## config.mk

```make
export PLATFORM = sky130hd
export DESIGN_NAME = frac_clk_gen
export DESIGN_NICKNAME = d
export VERILOG_FILES = /design/src/rtl/frac_div_pkg.sv /design/src/rtl/fd_src_pick.sv /design/src/rtl/fd_half_prediv.sv /design/src/rtl/fd_mnd_stage.sv /design/src/rtl/frac_clk_gen.sv
export SDC_FILE = /design/constraint.sdc
export NUM_CORES = 1
export LEC_CHECK = 0
export BUFFER_PORTS_ARGS = -buffer_cell sky130_fd_sc_hd__buf_2
export CORE_ASPECT_RATIO = 1.2
export CORE_MARGIN = 1
export CORE_UTILIZATION = 30
export CTS_CLUSTER_SIZE = 14
export DETAILED_ROUTE_END_ITERATION = 6
export HOLD_SLACK_MARGIN = 0.02
export PLACE_DENSITY = 0.54
export RECOVER_POWER = 25
export SLEW_MARGIN = 20
export SYNTH_ARGS = -nofsm -noshare
export SYNTH_HDL_FRONTEND = slang
export SYNTH_SLANG_ARGS = --single-unit
```

## constraint.sdc

```tcl
create_clock -name clk -period 9.39 [get_ports clk]
set_input_delay 0.939 -clock clk [delete_from_list [all_inputs] [get_ports clk]]
set_output_delay 0.939 -clock clk [all_outputs]
set_load 0.005 [all_outputs]
```

## src/rtl/frac_div_pkg.sv

```systemverilog
package frac_div_pkg;
    // Mode code that turns on the fractional stage
    localparam logic [1:0] MODE_DUAL_EDGE = 2'b10;
    // Pre-divider step, in half units, added per input enable
    localparam int HALF_STEP = 2;
endpackage

```

## src/rtl/fd_src_pick.sv

```systemverilog
module fd_src_pick #(
    parameter int NSRC = 8,
    parameter int SELW = 3
) (
    input  logic [NSRC-1:0] en_i,
    input  logic [SELW-1:0] sel_i,
    output logic            en_o
);
    always_comb begin
        en_o = 1'b0;
        for (int i = 0; i < NSRC; i++) begin
            if (sel_i == SELW'(i)) en_o = en_i[i];
        end
    end
endmodule

```

## src/rtl/fd_half_prediv.sv

```systemverilog
module fd_half_prediv
    import frac_div_pkg::*;
#(
    parameter int DIVW = 5
) (
    input  logic            clk,
    input  logic            rst,
    input  logic            en_i,
    input  logic [DIVW-1:0] div_i,
    output logic            tick_o
);
    localparam int ACCW = DIVW + 2;

    typedef struct packed {
        logic [ACCW-1:0] acc;
        logic            tick;
    } pd_st_t;

    pd_st_t st_d, st_q;
    logic [ACCW-1:0] lim, sum, rem;

    always_comb begin
        st_d      = st_q;
        st_d.tick = 1'b0;
        lim = ACCW'(div_i) + ACCW'(1);
        sum = st_q.acc + ACCW'(HALF_STEP);
        rem = sum - lim;
        if (div_i == '0) begin
            st_d.acc  = '0;
            st_d.tick = en_i;
        end else if (en_i) begin
            if (sum >= lim) begin
                st_d.tick = 1'b1;
                st_d.acc  = (rem >= lim) ? '0 : rem;
            end else begin
                st_d.acc = sum;
            end
        end
    end

    always_ff @(posedge clk) begin
        if (rst) st_q <= '0;
        else     st_q <= st_d;
    end

    assign tick_o = st_q.tick;
endmodule

```

## src/rtl/fd_mnd_stage.sv

```systemverilog
module fd_mnd_stage
    import frac_div_pkg::*;
#(
    parameter int MNDW = 8
) (
    input  logic            clk,
    input  logic            rst,
    input  logic            tick_i,
    input  logic [1:0]      mode_i,
    input  logic [MNDW-1:0] m_i,
    input  logic [MNDW-1:0] n_enc_i,
    input  logic [MNDW-1:0] d_enc_i,
    output logic            tick_o,
    output logic            level_o,
    output logic            active_o,
    output logic [MNDW-1:0] phase_o
);
    localparam int SUMW = MNDW + 1;

    typedef struct packed {
        logic [MNDW-1:0] phase;
        logic            tick;
        logic            level;
    } mnd_st_t;

    mnd_st_t st_d, st_q;
    logic [MNDW-1:0] n_dec, thr;
    logic [SUMW-1:0] sum, rem;
    logic            active;

    always_comb begin
        n_dec  = ~n_enc_i + m_i;
        thr    = ~d_enc_i;
        active = (mode_i == MODE_DUAL_EDGE) && (m_i != '0) && (n_dec != '0);
        sum    = {1'b0, st_q.phase} + {1'b0, m_i};
        rem    = sum - {1'b0, n_dec};

        st_d      = st_q;
        st_d.tick = 1'b0;
        if (!active) begin
            st_d.phase = '0;
            st_d.tick  = tick_i;
            st_d.level = tick_i;
        end else begin
            if (tick_i) begin
                if (sum >= {1'b0, n_dec}) begin
                    st_d.tick  = 1'b1;
                    st_d.phase = (rem >= {1'b0, n_dec}) ? '0 : rem[MNDW-1:0];
                end else begin
                    st_d.phase = sum[MNDW-1:0];
                end
            end
            st_d.level = ({st_d.phase, 1'b0} < {1'b0, thr});
        end
    end

    always_ff @(posedge clk) begin
        if (rst) st_q <= '0;
        else     st_q <= st_d;
    end

    assign tick_o   = st_q.tick;
    assign level_o  = st_q.level;
    assign active_o = active;
    assign phase_o  = st_q.phase;
endmodule

```

## src/rtl/frac_clk_gen.sv

```systemverilog
module frac_clk_gen #(
    parameter int NSRC = 8,
    parameter int DIVW = 5,
    parameter int MNDW = 8,
    localparam int SELW = (NSRC > 1) ? $clog2(NSRC) : 1
) (
    input  logic            clk,
    input  logic            rst,
    input  logic [NSRC-1:0] src_en_i,
    input  logic [SELW-1:0] src_sel_i,
    input  logic [DIVW-1:0] div_i,
    input  logic [1:0]      mode_i,
    input  logic [MNDW-1:0] m_i,
    input  logic [MNDW-1:0] n_enc_i,
    input  logic [MNDW-1:0] d_enc_i,
    output logic            tick_o,
    output logic            level_o
);
    logic            sel_en;
    logic            pre_tick;
    logic            mnd_active;
    logic [MNDW-1:0] mnd_phase;

    fd_src_pick #(.NSRC(NSRC), .SELW(SELW)) u_pick (
        .en_i  (src_en_i),
        .sel_i (src_sel_i),
        .en_o  (sel_en)
    );

    fd_half_prediv #(.DIVW(DIVW)) u_prediv (
        .clk    (clk),
        .rst    (rst),
        .en_i   (sel_en),
        .div_i  (div_i),
        .tick_o (pre_tick)
    );

    fd_mnd_stage #(.MNDW(MNDW)) u_mnd (
        .clk      (clk),
        .rst      (rst),
        .tick_i   (pre_tick),
        .mode_i   (mode_i),
        .m_i      (m_i),
        .n_enc_i  (n_enc_i),
        .d_enc_i  (d_enc_i),
        .tick_o   (tick_o),
        .level_o  (level_o),
        .active_o (mnd_active),
        .phase_o  (mnd_phase)
    );
endmodule

```

==> flow_metrics.py, run 1 <==
metrics = {
    "status": {
        "status": "complete, no violations",
    },
    "clock_tree": {
        "root_buffer": "clkbuf_16",
        "cts-resized-gates": 0,
        "htree_levels": 1,
        "worst_skew_pair.late_latency_ns": 0.25,
        "clk_path_buf_depth": 2,
        "cts_setup_buffers": 0,
        "cts_tree": "built",
        "path_clk_slew_ns": 0.05,
        "cts.hold.buffers_added": 0,
        "numClockSinks": 18,
        "cts_made_buffers": 3,
    },
    "timing": {
        "setup_tns_ns": 0,
        "rsz0062_at_grt": "false",
        "clock_skew_ns": 0.00292,
        "fin_crit_sh_pct": 65.2,
        "setup_violations": 0,
        "relSlewSlack_pct": 52.8,
        "slew_violations": 0,
        "tightest_slew_ns": 0.709,
        "timing.final.hold_violations": 0,
        "max_clock_freq_ghz": 0.163,
        "layout_min_cycle_time_ns": 6.12,
    },
    "floorplanning": {
        "die_h_um": 112,
        "std_cell_rows": 39,
        "coreArea_um2": 9660,
        "ios": 46,
        "die_w_um": 93.5,
        "die_area_um2": 10500,
        "initial_core_util_pct": 31.2,
    },
    "finish": {
        "mostFrequentLayoutCells": "52 x ha_1, 42 x buf_2, 34 x inv_1, 32 x a21oi_1, 23 x nand2_1",
        "regArea_um2": 360,
        "diodes": 0,
        "fillers": 1023,
        "finalNetCount": 526,
        "drive_above_1_share_pct": 15.5,
        "multi_input_area_um2": 2520,
        "design_area_um2": 3470,
        "stdcell_count": 548,
        "final_common_cell": "ha_1",
        "area_growth_pct": 15.0,
    },
    "power": {
        "p_total_uw": 481,
        "leakage_uw": 0.00160,
        "power_density_nw_per_um2": 139,
        "worst_ir_drop_vdd_v": 0.0000721,
    },
    "place": {
        "gp_congestion": 0.918,
        "place_area_um2": 3380,
        "portBuffers": 45,
        "dpl.hpwl_um": 6950,
        "dp.cells": 544,
    },
    "setup_path": {
        "critPathRequiredTime_ns": 9.59,
        "reg2reg_from": "u_mnd.phase_o[0]",
        "endpoint_kind": "register",
        "r2r_slack_ns": 3.77,
        "r2r_cells": 26,
        "r2r_end": "u_mnd.level_o",
        "critPathLaunchType": "primary input",
        "cp_max_fo": 7,
        "arrival_ns": 6.32,
        "timing_worst_setup_path_type": "primary input to register",
    },
    "grt": {
        "use_met1_pct": 16.5,
        "overflow": 0,
        "grt_start_max_net_pins": 13,
        "gr-usage-all-layers_pct": 15.7,
        "grtUsageMet2_pct": 32.0,
        "grt_pass1_wl_um": 13100,
        "grt-busiest-layer": "met2",
        "antenna_found_initial": 0,
        "grt_pass1_vias": 2978,
        "grtUsageMet3_pct": 1.57,
    },
    "yosys": {
        "synth-seq-cells": 18,
        "synth_cell_type_count": 63,
        "syn_nets": 479,
        "async_flop_share_pct": 0,
        "ys_seq_area_share_pct": 11.9,
        "synth_edf_count": 0,
        "syn_inst": 379,
        "avgSynthCellArea_um2": 7.96,
        "yosys_warnings": 0,
        "synth_ff_type": "dfxtp_1",
        "syn_area_um2": 3020,
    },
    "min_path": {
        "hold_end": "u_prediv.st_q[7]",
        "hold_depth": 1,
        "hp-class": "register to register",
        "holdCritStartpoint": "u_prediv.st_q[7]",
    },
    "drt": {
        "routed_wirelength_um": 7880,
        "first_iter_violations": 76,
        "via_count": 2892,
        "drt_drc_violations_left": 0,
        "ant_nets": 0,
        "post_drt_wl_per_cell_um": 14.4,
        "viasPerCell": 5.28,
        "drt_pre_antenna_iters": 5,
    },
    "run": {
        "max_cap_viol_count": 0,
    },
}
per-layer routing:
metal,part of all wire [%],up-vias,wire length [um]
met5,0,-,0
met4,1.3,0,104
met3,3.5,9,274
met2,55,57,4340
met1,40,1344,3160
li1,-,1482,-
final cells by class:
| cell class | instances | area share [%] |
|---|---|---|
| Tap cell | 123 | 4.44 |
| Timing Repair Buffer | 45 | 6.38 |
| Multi-Input combinational cell | 324 | 72.6 |
| Inverter | 34 | 3.68 |
| Clock buffer | 4 | 2.56 |
| Sequential cell | 18 | 10.4 |
flip-flops by register name, indices dropped and copies added (netlist names):
register and flops:
u_mnd.tick_o 1, u_prediv.tick_o 1, u_prediv.st_q 7, u_mnd.level_o 1
u_mnd.phase_o 8
logic make-up (layout without fill, tap and decap cells):
logic type / after synthesis / count (layout) / synth area share (%)
flops: 18 / 18 / 11.9
simple gates: 127 / 127 / 23.6
mux: 4 / 4 / 2.20
xor+xnor: 28 / 28 / 8.88
buf+inv: 37 / 83 / 4.60
fa+ha+maj: 57 / 57 / 24.6
compound gates: 108 / 108 / 24.2
synthesized netlist by cell type (all sizes together), types with 3 or more instances:
cell type  instances  area (um2)
a211oi             7        65.1
a21boi             3        22.5
a21o               8        60.1
a21oi             33         169
a31oi              7        43.8
and3               4        25.0
dfxtp             18         360
fa                 4        80.1
ha                52         651
inv               34         128
nand2             23        86.3
nand2b             7        43.8
nand3             13        70.1
nand4              6        37.5
nor2              19        73.8
nor2b             20         128
nor3               3        15.0
nor3b              8        60.1
o211ai             6        45.0
o21a               5        37.5
o21ai             21         105
o22ai              3        18.8
or2                8        50.1
xnor2             17         156
xor2              11         111
how the worst max path moves through the flow:
stage                          start       endpoint  slack, ns  depth (start not counted)
after CTS                     m_i[2]  u_mnd.level_o       3.31                         25
final                         m_i[0]  u_mnd.level_o       3.27                         27
after detailed placement      m_i[2]  u_mnd.level_o       3.07                         25
after global routing          m_i[0]  u_mnd.level_o       2.75                         27
after global placement        m_i[2]  u_mnd.level_o       3.17                         25
after floorplan           n_enc_i[2]  u_mnd.level_o       3.81                         25
power breakdown:
group	switching (uW)	internal, uW	total, uW
combinational	171	128	299
clock	29.9	64.8	94.8
sequential	5.96	81.3	87.3
total	207	274	481
stage by stage:
stage | worst slack (ns) | util [%] | hold WS [ns]
final | 3.27 | 35.9 | 0.495
after global routing | 2.75 | 35.9 | 0.523
after CTS | 3.31 | 35.9 | 0.501
after detailed placement | 3.07 | 35.0 | 0.492
after global placement | 3.17 | 35.0 | 0.490
after floorplan | 3.81 | - | 0.463
critical path, cell delays in order:
cell and delay [ns]:
clkbuf_1 0.15, ha_1 0.22, inv_1 0.06, fa_1 0.40, and2b_1 0.24, o211ai_1 0.14
a21oi_1 0.23, nor2_1 0.08, xnor2_1 0.26, ha_1 0.36, nor2b_1 0.19, a21oi_1 0.19
o221a_2 0.20, o211ai_1 0.11, ha_1 0.30, o21a_1 0.10, a21oi_1 0.45, nand4_1 0.19
nand2_1 0.10, ha_1 0.22, a21o_1 0.15, a21o_1 0.17, a21oi_1 0.15, o21ai_0 0.12
a21o_1 0.19, a211oi_1 0.23, a41o_1 0.19
Power figures use the tool's default switching activity.
==> run 2: changes to the inputs <==
--- a/config.mk
+++ b/config.mk
@@ -5,6 +5,7 @@
 export SDC_FILE = /design/constraint.sdc
 export NUM_CORES = 1
 export LEC_CHECK = 0
+export ABC_AREA = 1
 export BUFFER_PORTS_ARGS = -buffer_cell sky130_fd_sc_hd__buf_2
 export CORE_ASPECT_RATIO = 1.2
 export CORE_MARGIN = 1
@@ -12,7 +13,7 @@
 export CTS_CLUSTER_SIZE = 14
 export DETAILED_ROUTE_END_ITERATION = 6
 export HOLD_SLACK_MARGIN = 0.02
-export PLACE_DENSITY = 0.54
+export PLACE_DENSITY = 0.55
 export RECOVER_POWER = 25
 export SLEW_MARGIN = 20
 export SYNTH_ARGS = -nofsm -noshare
==> constraint.sdc (replaced) <==
create_clock -name clk -period 5.2 [get_ports clk]
set_input_delay 0.52 -clock clk [delete_from_list [all_inputs] [get_ports clk]]
set_output_delay 0.52 -clock clk [all_outputs]
set_load 0.005 [all_outputs]
==> run 2 against run 1 <==
Non-clock buffer count up 19. Wire length decreased by 2.0%. Largest cell class unchanged. Hold slack worse by 0.034 ns. Clock power increased by 78%. Synthesized cell count up 16%. Critical path depth grew 7. First-iteration DRC count fell by 11%. Clock skew fell by 0.0013 ns. Power up 120%. Final cell count increased by 14%. Flip-flop and latch count unchanged. Register-to-register slack lost 3.3 ns.
==> flow_metrics.py, run 2 <==
metrics = {
    "yosys": {
        "synth_edf_count": 0,
        "syn_nets": 539,
        "synth_ff_type": "dfxtp_1",
        "yosys.area_share.simple_pct": 32.5,
        "synth_top_area_share_pct": 21.9,
        "synth_top_family_by_area": "simple AND/OR/NAND/NOR gates",
        "avgSynthCellArea_um2": 6.77,
        "syn_inst": 439,
        "synth_compound_area_share_pct": 13.5,
        "synth-seq-cells": 18,
        "async_flop_share_pct": 0,
        "synth_most_common_cell": "nand2_1",
        "synth_adder_area_share_pct": 24.6,
        "ys_seq_area_share_pct": 12.1,
        "synthTopCellsByCount": "90 x nand2_1, 71 x inv_1, 52 x ha_1, 32 x nor2_1, 29 x nand3_1",
        "synth_top_area_cell": "ha_1",
        "synth_cell_type_count": 47,
        "synth_xor_area_share_pct": 7.36,
        "yosys_warnings": 0,
        "synth.area.top_cells": "ha_1 22%, dfxtp_1 12%, nand2_1 11%, inv_1 9.0%, nand3_1 4.9%",
        "syn_area_um2": 2970,
        "synthMuxAreaShare_pct": 0,
    },
    "drt": {
        "viasPerCell": 4.74,
        "ant_nets": 0,
        "drt_drc_violations_left": 0,
        "via_count": 2969,
        "routed_wirelength_um": 7720,
        "drt_pre_antenna_iters": 4,
        "first_iter_violations": 68,
        "post_drt_wl_per_cell_um": 12.3,
    },
    "grt": {
        "gr-usage-all-layers_pct": 15.4,
        "overflow": 0,
        "antenna_found_initial": 0,
        "grt_pass1_vias": 3010,
        "use_met1_pct": 16.1,
        "grt-busiest-layer": "met2",
        "grt_pass1_wl_um": 12800,
        "grtUsageMet2_pct": 30.8,
        "grtUsageMet3_pct": 1.17,
        "grt_start_max_net_pins": 18,
    },
    "timing": {
        "tightest_slew_ns": 0.664,
        "clock_skew_ns": 0.00165,
        "fin_crit_sh_pct": 91.5,
        "holdWs_ns": 0.461,
        "setup_violations": 0,
        "relSlewSlack_pct": 55.3,
        "slew_violations": 0,
        "max_clock_freq_ghz": 0.210,
        "setup_tns_ns": 0,
        "rsz0062_at_grt": "false",
        "setup_ws_ns": 0.440,
        "timing.final.hold_violations": 0,
        "layout_min_cycle_time_ns": 4.76,
    },
    "clock_tree": {
        "path_clk_slew_ns": 0.05,
        "cts_made_buffers": 3,
        "numClockSinks": 18,
        "cts.hold.buffers_added": 0,
        "worst_skew_pair.late_latency_ns": 0.25,
        "cts_tree": "built",
        "clk_path_buf_depth": 2,
        "root_buffer": "clkbuf_16",
        "htree_levels": 1,
    },
    "setup_path": {
        "path_buf_inv": 7,
        "critPathMaxStageDelay_ns": 0.47,
        "critPathRequiredTime_ns": 5.39,
        "cp_max_fo": 6,
        "critPathLaunchType": "primary input",
        "arrival_ns": 4.95,
        "crit_family": "simple AND/OR/NAND/NOR gates",
        "r2r_slack_ns": 0.49,
        "timing_worst_setup_path_type": "primary input to register",
        "cp_slowest_cell": "nor4_1",
        "endpoint_kind": "register",
        "path_common_cell": "nand2_1",
    },
    "place": {
        "dpl.hpwl_um": 6740,
        "gp_congestion": 0.877,
        "place_ws_ns": -0.0366,
        "portBuffers": 45,
    },
    "status": {
        "status": "complete, no violations",
    },
    "floorplanning": {
        "std_cell_rows": 39,
        "die_w_um": 92.9,
        "ios": 46,
        "die_h_um": 111,
        "die_area_um2": 10300,
        "initial_core_util_pct": 31.1,
        "coreArea_um2": 9560,
    },
    "power": {
        "leakage_uw": 0.00200,
        "worst_ir_drop_vdd_v": 0.000135,
        "power_density_nw_per_um2": 284,
    },
    "finish": {
        "final_util_pct": 39.2,
        "drive_above_1_share_pct": 26.4,
        "mostFrequentLayoutCells": "87 x nand2_1, 71 x inv_1, 46 x ha_1, 43 x buf_2, 32 x nor2_1",
        "final_common_cell": "nand2_1",
        "finalNetCount": 605,
        "diodes": 0,
        "area_growth_pct": 26.0,
        "largest_reg_flops": 8,
    },
    "run": {
        "max_cap_viol_count": 0,
    },
    "min_path": {
        "hp-class": "register to register",
    },
}
[run 2: cell count changes in the layout (fill, tap and decap cells not counted), sizes merged, moves of 8 or more]
cell,change
nor2b,-20
buf,+21
nand2,+80
nor2,+14
nand3,+20
a21oi,-9
inv,+39
a21o,-8
[run 2: what timing repair did]
item	4_1_cts	5_1_grt
gates resized for setup	0	34
setup endpoints to repair	0	1
buffers inserted	0	1
[run 2: routing by layer]
metal / vias to the layer above / part of all wire (%)
met5: - / 0
met4: 0 / 2.7
met3: 12 / 2.3
met2: 42 / 56
met1: 1343 / 39
li1: 1572 / -
[run 2: path summary, 6_finish.rpt]
path,start,endpoint,cells after the start
setup / recovery,n_enc_i[0],u_mnd.level_o,34
setup reg to reg,u_mnd.phase_o[0],u_mnd.level_o,33
hold reg to reg,u_prediv.st_q[7],u_prediv.st_q[7],2
hold / removal,u_prediv.st_q[7],u_prediv.st_q[7],2
[run 2: where the power goes]
part | switching, uW | internal [uW] | total [uW]
clock network | 51.9 | 117 | 169
registers | 13.4 | 150 | 163
logic | 413 | 318 | 731
[run 2: area by class of cell]
cell class                 instances  area [um2]
tap                              123         154
fill                            1028        5820
timing repair buffer              64         369
inverter                          74         278
clock buffer                       4        88.8
sequential                        18         362
multi-input combinational        344        2500
[run 2: cells by family (layout without fill, tap and decap cells)]
family          Yosys count  in the layout
simple gates            198            198
buf+inv                  77            142
compound gates           65             65
fa+ha+maj                56             56
xor+xnor                 25             25
flops                    18             18
[run 2: tightest hold or removal path: stages (launching register included)]
cell and delay [ns]:
dfxtp_1 0.32, nand2_1 0.06, nor2_1 0.04
[run 2: metrics by stage]
| step | area, um2 | cells | power [uW] |
|---|---|---|---|
| floorplan | 2970 | 439 | 631 |
| global placement | 3470 | 622 | 814 |
| detailed placement | 3470 | 622 | 822 |
| CTS | 3560 | 626 | 997 |
| global route | 3750 | 627 | 1180 |
| finish | 3750 | 627 | 1060 |
==> run 3: changes to the inputs <==
--- a/config.mk
+++ b/config.mk
@@ -6,12 +6,13 @@
 export NUM_CORES = 1
 export LEC_CHECK = 0
 export ABC_AREA = 1
-export BUFFER_PORTS_ARGS = -buffer_cell sky130_fd_sc_hd__buf_2
+export BUFFER_PORTS_ARGS = -buffer_cell sky130_fd_sc_hd__clkbuf_2
 export CORE_ASPECT_RATIO = 1.2
 export CORE_MARGIN = 1
 export CORE_UTILIZATION = 30
 export CTS_CLUSTER_SIZE = 14
 export DETAILED_ROUTE_END_ITERATION = 6
+export GPL_TIMING_DRIVEN = 0
 export HOLD_SLACK_MARGIN = 0.02
 export PLACE_DENSITY = 0.55
 export RECOVER_POWER = 25
==> run 3 against run 2 <==
Clock skew grew 0.0036 ns. Via count shrank 1.5%. Setup slack worse by 0.16 ns. Clock-buffer cell count did not move. Flip-flop and latch count is the same. Final cell count down 0.96%. Clock power hardly changed. First-iteration DRC count grew 49%. Utilization increased by 0.43 points. Critical path depth increased by 4. Non-clock buffer count down 6. Critical path type unchanged. Critical endpoint unchanged.
==> flow_metrics.py, run 3 (same netlist as run 2, synthesis figures left out) <==
metrics = {
    "status": {
        "status": "complete, no violations",
    },
    "place": {
        "dpl.hpwl_um": 6560,
        "gp_congestion": 0.826,
        "place_ws_ns": -0.481,
        "portBuffers": 45,
    },
    "timing": {
        "clock_skew_ns": 0.00527,
        "setup_violations": 0,
        "timing.final.hold_violations": 0,
        "holdWs_ns": 0.467,
        "relSlewSlack_pct": 51.9,
        "slew_violations": 0,
        "layout_min_cycle_time_ns": 4.92,
        "max_clock_freq_ghz": 0.203,
        "setup_ws_ns": 0.276,
        "fin_crit_sh_pct": 94.7,
        "tightest_slew_ns": 0.714,
    },
    "grt": {
        "grt_pass1_wl_um": 12400,
        "gr-usage-all-layers_pct": 14.9,
        "grt_start_max_net_pins": 11,
        "overflow": 0,
        "antenna_found_initial": 0,
        "grt_pass1_vias": 2989,
        "grtUsageMet2_pct": 31.0,
        "grt-busiest-layer": "met2",
        "use_met1_pct": 15.1,
        "grtUsageMet3_pct": 1.03,
    },
    "setup_path": {
        "critPathRequiredTime_ns": 5.39,
        "arrival_ns": 5.12,
        "cp_max_fo": 4,
        "critPathLaunchType": "primary input",
        "path_common_cell": "nand2_2",
        "path_depth": 38,
        "path_buf_inv": 4,
        "r2r_slack_ns": 0.35,
        "critPathMaxStageDelay_ns": 0.42,
        "r2r_end": "u_mnd.level_o",
        "endpoint_kind": "register",
        "reg2reg_from": "u_mnd.phase_o[0]",
        "timing_worst_setup_path_type": "primary input to register",
        "cp_slowest_cell": "fa_2",
        "r2r_cells": 36,
        "crit_family": "simple AND/OR/NAND/NOR gates",
    },
    "floorplanning": {
        "initial_core_util_pct": 31.1,
        "die_area_um2": 10300,
        "ios": 46,
        "die_h_um": 111,
        "std_cell_rows": 39,
        "die_w_um": 92.9,
        "coreArea_um2": 9560,
    },
    "drt": {
        "via_count": 2924,
        "ant_nets": 0,
        "drt_pre_antenna_iters": 4,
        "viasPerCell": 4.71,
        "post_drt_wl_per_cell_um": 12.3,
        "drt_drc_violations_left": 0,
        "first_iter_violations": 101,
        "routed_wirelength_um": 7630,
    },
    "power": {
        "leakage_uw": 0.00198,
        "worst_ir_drop_vdd_v": 0.000125,
        "p_total_uw": 1070,
        "power_density_nw_per_um2": 283,
    },
    "finish": {
        "drive_above_1_share_pct": 28.3,
        "final_util_pct": 39.6,
        "fillers": 1055,
        "final_common_cell": "nand2_1",
        "finalNetCount": 599,
        "mostFrequentLayoutCells": "81 x nand2_1, 68 x inv_1, 44 x ha_1, 42 x clkbuf_2, 31 x nor2_1",
        "largest_reg_flops": 8,
        "area_growth_pct": 27.4,
        "diodes": 0,
    },
    "min_path": {
        "holdCritStartpoint": "u_prediv.st_q[7]",
        "hold_end": "u_prediv.st_q[7]",
        "hold_depth": 2,
        "hp-class": "register to register",
    },
    "clock_tree": {
        "cts_tree": "built",
        "root_buffer": "clkbuf_16",
        "clk_path_buf_depth": 2,
        "htree_levels": 1,
        "worst_skew_pair.late_latency_ns": 0.25,
        "cts_made_buffers": 3,
        "path_clk_slew_ns": 0.05,
        "cts.hold.buffers_added": 0,
        "numClockSinks": 18,
    },
    "run": {
        "max_cap_viol_count": 0,
    },
}
run 3: cell count changes in the layout (fill, tap and decap cells not counted), sizes merged:
cell	change
buf	-50
clkbuf	+44
run 3: worst max path at each step:
stage               start            end  slack, ns
5_1_grt        n_enc_i[0]  u_mnd.level_o      -0.04
6_report           m_i[0]  u_mnd.level_o       0.28
3_3_place_gp       m_i[0]  u_mnd.level_o      -0.44
2_1_floorplan  n_enc_i[0]  u_mnd.level_o       0.44
4_1_cts            m_i[0]  u_mnd.level_o      0.001
3_5_place_dp       m_i[0]  u_mnd.level_o      -0.48
run 3: tightest hold or removal path, cell delays in order, from the launching register on:
cell,delay [ns]
dfxtp_1,0.32
nand2_1,0.06
nor2_1,0.04
run 3: final cells by class:
| type | instances | area [um2] | area share, % |
|---|---|---|---|
| Multi-Input combinational cell | 344 | 2580 | 68.2 |
| Sequential cell | 18 | 362 | 9.54 |
| Timing Repair Buffer | 55 | 304 | 8.02 |
| Inverter | 74 | 278 | 7.33 |
| Tap cell | 123 | 154 | 4.06 |
| Clock buffer | 4 | 88.8 | 2.34 |
| Buffer | 3 | 18.8 | 0.495 |
run 3: per-layer routing:
metal,up-vias,share of wire [%]
li1,1560,-
met1,1319,40
met2,30,57
met3,15,1.2
met4,0,2.7
met5,-,0
run 3: report_power, final:
group | total, uW | internal, uW | switching, uW
logic | 742 | 315 | 427
registers | 160 | 150 | 10.0
clock network | 169 | 117 | 52.3
total | 1070 | 582 | 489
run 3: metrics by stage:
| stage | std cells | setup TNS (ns) | cell area, um2 |
|---|---|---|---|
| after global routing | 621 | -0.0442 | 3790 |
| after CTS | 612 | 0 | 3480 |
| after detailed placement | 607 | -0.481 | 3350 |
| after global placement | 607 | -0.435 | 3350 |
| final | 621 | 0 | 3790 |
| after floorplan | 439 | 0 | 2970 |
run 3: what timing repair did:
action	CTS	global route
gates resized for setup	6	51
pin swaps	3	32
buffers inserted	1	9
endpoints found under the setup margin	1	1
